===== config.mk =====
export PLATFORM = sky130hd
export DESIGN_NAME = therm_alarm
export DESIGN_NICKNAME = d
export VERILOG_FILES = /design/src/rtl/therm_alarm_pkg.sv /design/src/rtl/therm_cmp_dp.sv /design/src/rtl/therm_alarm_ctl.sv /design/src/rtl/therm_alarm.sv
export SDC_FILE = /design/constraint.sdc
export NUM_CORES = 1
export LEC_CHECK = 0
export BUFFER_PORTS_ARGS = -buffer_cell sky130_fd_sc_hd__buf_4
export CAP_MARGIN = 5
export CORE_MARGIN = 5
export CORE_UTILIZATION = 37
export CTS_BUF_LIST = sky130_fd_sc_hd__clkbuf_4 sky130_fd_sc_hd__clkbuf_8 sky130_fd_sc_hd__clkbuf_16
export DETAILED_ROUTE_END_ITERATION = 16
export HOLD_SLACK_MARGIN = 0.15
export SYNTH_ARGS = -nofsm -noshare
export SYNTH_HDL_FRONTEND = slang
export SYNTH_SLANG_ARGS = --single-unit

===== constraint.sdc =====
create_clock -name clk -period 2.9 [get_ports clk]
set_clock_uncertainty 0.2 [all_clocks]
set_input_delay 0.58 -clock clk [delete_from_list [all_inputs] [get_ports clk]]
set_output_delay 0.58 -clock clk [all_outputs]
set_load 0.05 [all_outputs]

===== src/rtl/therm_alarm_pkg.sv =====
package therm_alarm_pkg;
  // strobes from control to datapath
  typedef struct packed {
    logic cntInc;
    logic cntClr;
  } ctlStrobe_t;

  // comparison results from datapath to control
  typedef struct packed {
    logic aboveHi;
    logic belowLo;
    logic hitNext;
  } cmpFlags_t;
endpackage


===== src/rtl/therm_cmp_dp.sv =====
module therm_cmp_dp
  import therm_alarm_pkg::*;
#(
  parameter int WORD_W = 16,
  parameter int RES_BASE = 9,
  parameter int CNT_W = 3,
  parameter logic [WORD_W-1:0] HI_RESET = 16'h5000,
  parameter logic [WORD_W-1:0] LO_RESET = 16'h4B00
) (
  input  logic              clk,
  input  logic              rstN,
  input  logic [WORD_W-1:0] sample,
  input  logic [1:0]        resCode,
  input  logic [1:0]        faultCode,
  input  logic              limWr,
  input  logic              limSel,
  input  logic [WORD_W-1:0] limData,
  input  ctlStrobe_t        strobe,
  output cmpFlags_t         flags
);
  localparam int RES_TOP = WORD_W - RES_BASE;
  localparam int SH_W = $clog2(WORD_W + 1);

  logic [WORD_W-1:0] hiReg, loReg;
  logic [CNT_W-1:0]  cnt;
  logic [SH_W-1:0]   dropBits;
  logic [WORD_W-1:0] resMask;
  logic signed [WORD_W-1:0] sampleT, hiT, loT;
  logic [CNT_W:0] need, cntPlus;

  // limit registers
  always_ff @(posedge clk or negedge rstN) begin
    if (!rstN) begin
      hiReg <= HI_RESET;
      loReg <= LO_RESET;
    end else if (limWr) begin
      if (limSel) hiReg <= limData;
      else        loReg <= limData;
    end
  end

  // resolution truncation
  always_comb begin
    dropBits = SH_W'(RES_TOP) - SH_W'(resCode);
    resMask  = {WORD_W{1'b1}} << dropBits;
    sampleT  = sample & resMask;
    hiT      = hiReg & resMask;
    loT      = loReg & resMask;
  end

  // run length decode
  always_comb begin
    unique case (faultCode)
      2'b00:   need = (CNT_W+1)'(1);
      2'b01:   need = (CNT_W+1)'(2);
      2'b10:   need = (CNT_W+1)'(4);
      default: need = (CNT_W+1)'(6);
    endcase
    cntPlus = {1'b0, cnt} + (CNT_W+1)'(1);
  end

  assign flags.aboveHi = sampleT > hiT;
  assign flags.belowLo = sampleT < loT;
  assign flags.hitNext = cntPlus >= need;

  // consecutive-sample counter
  always_ff @(posedge clk or negedge rstN) begin
    if (!rstN)              cnt <= '0;
    else if (strobe.cntClr) cnt <= '0;
    else if (strobe.cntInc) cnt <= cnt + CNT_W'(1);
  end


  cnt_step_chk: assert property (@(posedge clk) disable iff (!rstN)
    strobe.cntInc && !strobe.cntClr |=> cnt == $past(cnt) + CNT_W'(1));

  cnt_bound_chk: assert property (@(posedge clk) disable iff (!rstN)
    cnt <= CNT_W'(5));

  cnt_clear_chk: assert property (@(posedge clk) disable iff (!rstN)
    strobe.cntClr |=> cnt == '0);
endmodule


===== src/rtl/therm_alarm_ctl.sv =====
module therm_alarm_ctl
  import therm_alarm_pkg::*;
(
  input  logic       clk,
  input  logic       rstN,
  input  logic       convDone,
  input  logic       shutdown,
  input  logic       readPulse,
  input  logic       intMode,
  input  cmpFlags_t  flags,
  output ctlStrobe_t strobe,
  output logic       alarmQ
);
  logic expLo;
  logic sampleOk, countCond, fire, compRelease, intClear;

  always_comb begin
    sampleOk    = convDone && !shutdown;
    countCond   = intMode ? (expLo ? flags.belowLo : flags.aboveHi) : flags.aboveHi;
    fire        = sampleOk && !alarmQ && countCond && flags.hitNext;
    compRelease = sampleOk && alarmQ && !intMode && flags.belowLo;
    intClear    = alarmQ && intMode && (readPulse || shutdown);
    strobe.cntInc = sampleOk && !alarmQ && countCond && !flags.hitNext;
    strobe.cntClr = alarmQ || fire || (sampleOk && !countCond);
  end

  always_ff @(posedge clk or negedge rstN) begin
    if (!rstN) begin
      alarmQ <= 1'b0;
      expLo  <= 1'b0;
    end else begin
      if (fire) alarmQ <= 1'b1;
      else if (compRelease || intClear) alarmQ <= 1'b0;
      if (!intMode) expLo <= 1'b0;
      else if (fire) expLo <= ~expLo;
    end
  end


  comp_release_chk: assert property (@(posedge clk) disable iff (!rstN)
    $fell(alarmQ) && !$past(intMode) |-> $past(convDone) && !$past(shutdown));

  shut_clear_chk: assert property (@(posedge clk) disable iff (!rstN)
    alarmQ && intMode && shutdown |=> !alarmQ);

  comp_read_chk: assert property (@(posedge clk) disable iff (!rstN)
    alarmQ && !intMode && readPulse && !convDone |=> alarmQ);

  rise_on_sample_chk: assert property (@(posedge clk) disable iff (!rstN)
    $rose(alarmQ) |-> $past(convDone) && !$past(shutdown));
endmodule


===== src/rtl/therm_alarm.sv =====
module therm_alarm
  import therm_alarm_pkg::*;
#(
  parameter int WORD_W = 16,
  parameter int RES_BASE = 9,
  parameter logic [WORD_W-1:0] HI_RESET = 16'h5000,
  parameter logic [WORD_W-1:0] LO_RESET = 16'h4B00
) (
  input  logic              clk,
  input  logic              rstN,
  input  logic              convDone,
  input  logic [WORD_W-1:0] sample,
  input  logic [1:0]        resCode,
  input  logic [1:0]        faultCode,
  input  logic              polHigh,
  input  logic              intMode,
  input  logic              shutdown,
  input  logic              readPulse,
  input  logic              limWr,
  input  logic              limSel,
  input  logic [WORD_W-1:0] limData,
  output logic              alarmOut
);
  localparam int CNT_W = 3;

  ctlStrobe_t strobe;
  cmpFlags_t  flags;
  logic       alarmQ;

  therm_cmp_dp #(
    .WORD_W(WORD_W), .RES_BASE(RES_BASE), .CNT_W(CNT_W),
    .HI_RESET(HI_RESET), .LO_RESET(LO_RESET)
  ) i_dp (
    .clk(clk), .rstN(rstN), .sample(sample), .resCode(resCode),
    .faultCode(faultCode), .limWr(limWr), .limSel(limSel),
    .limData(limData), .strobe(strobe), .flags(flags)
  );

  therm_alarm_ctl i_ctl (
    .clk(clk), .rstN(rstN), .convDone(convDone), .shutdown(shutdown),
    .readPulse(readPulse), .intMode(intMode), .flags(flags),
    .strobe(strobe), .alarmQ(alarmQ)
  );

  assign alarmOut = polHigh ? alarmQ : ~alarmQ;
endmodule


==> flow_metrics.tcl <==
set metrics [dict create \
    cts-root-buf "clkbuf_8" \
    hold_path_class "reg -> reg" \
    rrSetupSlack_ns 0.22 \
    yosys-top-cells-area "dfrtp_1, ha_1, mux2_2" \
    cts.sinks 29 \
    finalSetupViolations 0 \
    final_layout_size_suffix_gt1_share_pct 34.3 \
    vias_per_cell 4.79 \
    grt_pass1_vias 1548 \
    synth_flop_cell "dfrtp_1" \
    wl_met1_microns 1670 \
    layout_commonest_cell "buf_4" \
    top_layer "met4" \
    instances_no_fill 306 \
    synth.avg_cell_area_sq_um 10.1 \
    worstPathRequired_ns 2.90 \
    clk_path_buf_depth 2 \
    reg2reg_from "i_dp.hiReg[14]" \
    hp-start "i_dp.loReg[11]" \
    wl_met3_microns 221 \
    switching_share_pct 30.7 \
    wl_met2_microns 1780 \
    synth_mux_area_share_pct 9.38 \
    grt.total_usage_pct 13.0 \
    nets 304 \
    min_path_cells 2 \
    rr_worst_depth 9 \
    antenna_found_initial 0 \
    leakage_nw 1.18 \
    synth_edf_count 0 \
    final_area_sq_mm 0.00240 \
    cts_resized 0 \
    ant_nets 0 \
    synth-xor-area-share_pct 1.38 \
    place_hpwl_microns 3060 \
    min_to "i_dp.loReg[11]" \
    ys_ff_latch 29 \
    synth_area_sq_mm 0.00191 \
    internal_power_uw 916 \
    antenna_cells 0 \
    start_util_pct 37.8 \
    wl_per_cell_microns 12.2 \
    synth-adder-area-share_pct 15.7 \
    insertion_delay_ns 0.28 \
    rsz0062_at_grt "false" \
    crit_path_start "i_dp.hiReg[14]" \
    rows 26 \
    cp_max_fo 4 \
    synth_simple_gate_area_share_pct 15.1 \
    drc 0 \
    synth_top_family_by_area "adder cells" \
    place_area_sq_mm 0.00229 \
    clkPwrFrac_pct 27.2 \
    drv_slew 0 \
    relSlewSlack_pct 62.2 \
    synth_cell_type_count 42 \
    layout_worst_path_cycle_share_pct 92.3 \
    status "finished clean" \
    end_kind "register" \
    finalPower_mw 1.32 \
    drt_pass1_iterations 4 \
    p_seq_share_pct 39.8 \
    h-tree-depth 2 \
    power.switching_uw 406 \
    worst_slack_ns 0.224 \
    synth-compound-area-share_pct 14.8 \
    crit_type "reg -> reg" \
    die_h_microns 81.8 \
    maxCapViolCount 0 \
    dr_total_vias 1465 \
    core_sq_mm 0.00504 \
    ys_seq_area_share_pct 38.5 \
    tritoncts "done" \
    min_period_ns 2.68 \
    yosysWarnings 0 \
    peakVddDrop_mv 0.249 \
    dp_worst_setup_slack_ns 0.0152 \
    worst_slew_pin_slew_ns 0.566 \
    setup_tns_ns 0 \
    fmax_mhz 374 \
    grt_remaining_overflow 0 \
    synth_nets 258 \
    p_comb_share_pct 33.0 \
    place_congestion 0.709 \
    ioPinCount 46 \
    power_density_mw_per_mm2 551 \
    synth_cells 189 \
    synth_area_leader_cell "dfrtp_1" \
    startpoint_type "register" \
    die_x_microns 81.8 \
    port_buffers 37 \
    finalHoldViolCount 0 \
    cts_buffers 5 \
    synthToLayoutAreaGrowth_pct 25.8 \
    netlist.area_leader.share_pct 30.2 \
    synthArstFlopShare_pct 100 \
    most-common-layout-cells "buf_4, ha_1, inv_1, dfrtp_1, nand2_1" \
    clk_pin_slew_ns 0.06 \
    die-area_sq_mm 0.00669 \
    dp_cells 297 \
    first_iter_violations 46 \
    finalWirelength_microns 3730 \
    r2r_end "i_ctl.expLo" \
    grt_max_degree 30 \
    crit_arrival_ns 2.68 \
    grt_pass1_wl_microns 6690 \
]
[stage by stage]
| step | hold WS, ns | utilization, % |
|---|---|---|
| after floorplan | 0.0844 | - |
| after global placement | 0.291 | 45.4 |
| after detailed placement | 0.297 | 45.4 |
| after CTS | 0.303 | 47.6 |
| after global routing | 0.319 | 47.6 |
| final | 0.303 | 47.6 |
[power by group through the flow]
stage,logic [mW],clock network (mW),registers (mW)
after global placement,0.435,0,0.531
after detailed placement,0.442,0,0.534
after global routing,0.498,0.395,0.538
final,0.436,0.360,0.525
after floorplan,0.299,0,0.522
after CTS,0.445,0.372,0.527
[critical path: stages (launching register included)]
cell	delay [ns]
dfstp_2	0.52
inv_1	0.04
ha_1	0.28
and3_2	0.20
and3_2	0.20
a31oi_1	0.09
nor3b_1	0.16
o32a_4	0.41
nor4_4	0.29
mux2i_1	0.21
[cells by family after synthesis]
family | count (synthesis)
AOI/OAI and AO/OA | 40
xor gates and xnor gates | 3
adders and majority gates | 24
buffers and inverters | 26
DFF | 29
muxes | 16
and+or+nand+nor | 51
[layer usage]
metal	global-route usage (%)	up-vias
met2	20.6	29
met4	5.15	0
met3	4.28	7
li1	-	762
met5	0	-
met1	16.4	667
[synthesized netlist by cell type, types with 2 or more instances]
library cell	number
xnor2_1	2
inv_1	23
nand2_1	18
nand4_1	2
a21oi_1	3
a21o_1	6
nand2b_1	4
nor2b_1	4
ha_1	24
and3_2	2
nand3_1	4
nand4b_1	2
a221oi_1	2
or2b_2	2
dfrtp_1	23
o211ai_1	3
dfstp_2	6
nor2_1	5
mux2_2	15
o21ai_0	15
clkbuf_1	3
[registers in the layout, indices dropped and copies added, names as in the netlist]
signal,cells
i_dp.loReg,12
i_ctl.expLo,1
i_ctl.alarmQ,1
i_dp.hiReg,12
i_dp.cnt,3
[area by class of cell]
type                       instances  area (sq um)
fill                             502          2640
sequential                        29           733
inverter                          23          86.3
tap                               70          87.6
timing repair buffer              42           318
multi-input combinational        134          1080
clock buffer                       8          97.6
[how the worst max path moves through the flow]
stage	slack, ns	cells after the start	endpoint
4_1_cts	0.20	9	i_ctl.expLo
2_1_floorplan	0.25	9	i_ctl.expLo
3_5_place_dp	0.02	10	i_ctl.expLo
5_1_grt	0.08	9	i_ctl.expLo
6_report	0.22	9	i_ctl.expLo
3_3_place_gp	0.02	10	i_ctl.expLo
[timing repair]
item                      in CTS  in global routing
hold endpoints to repair      23                  0
buffers inserted               0                  0
hold buffers                   1                  0
(Power assumes the default switching activity.)
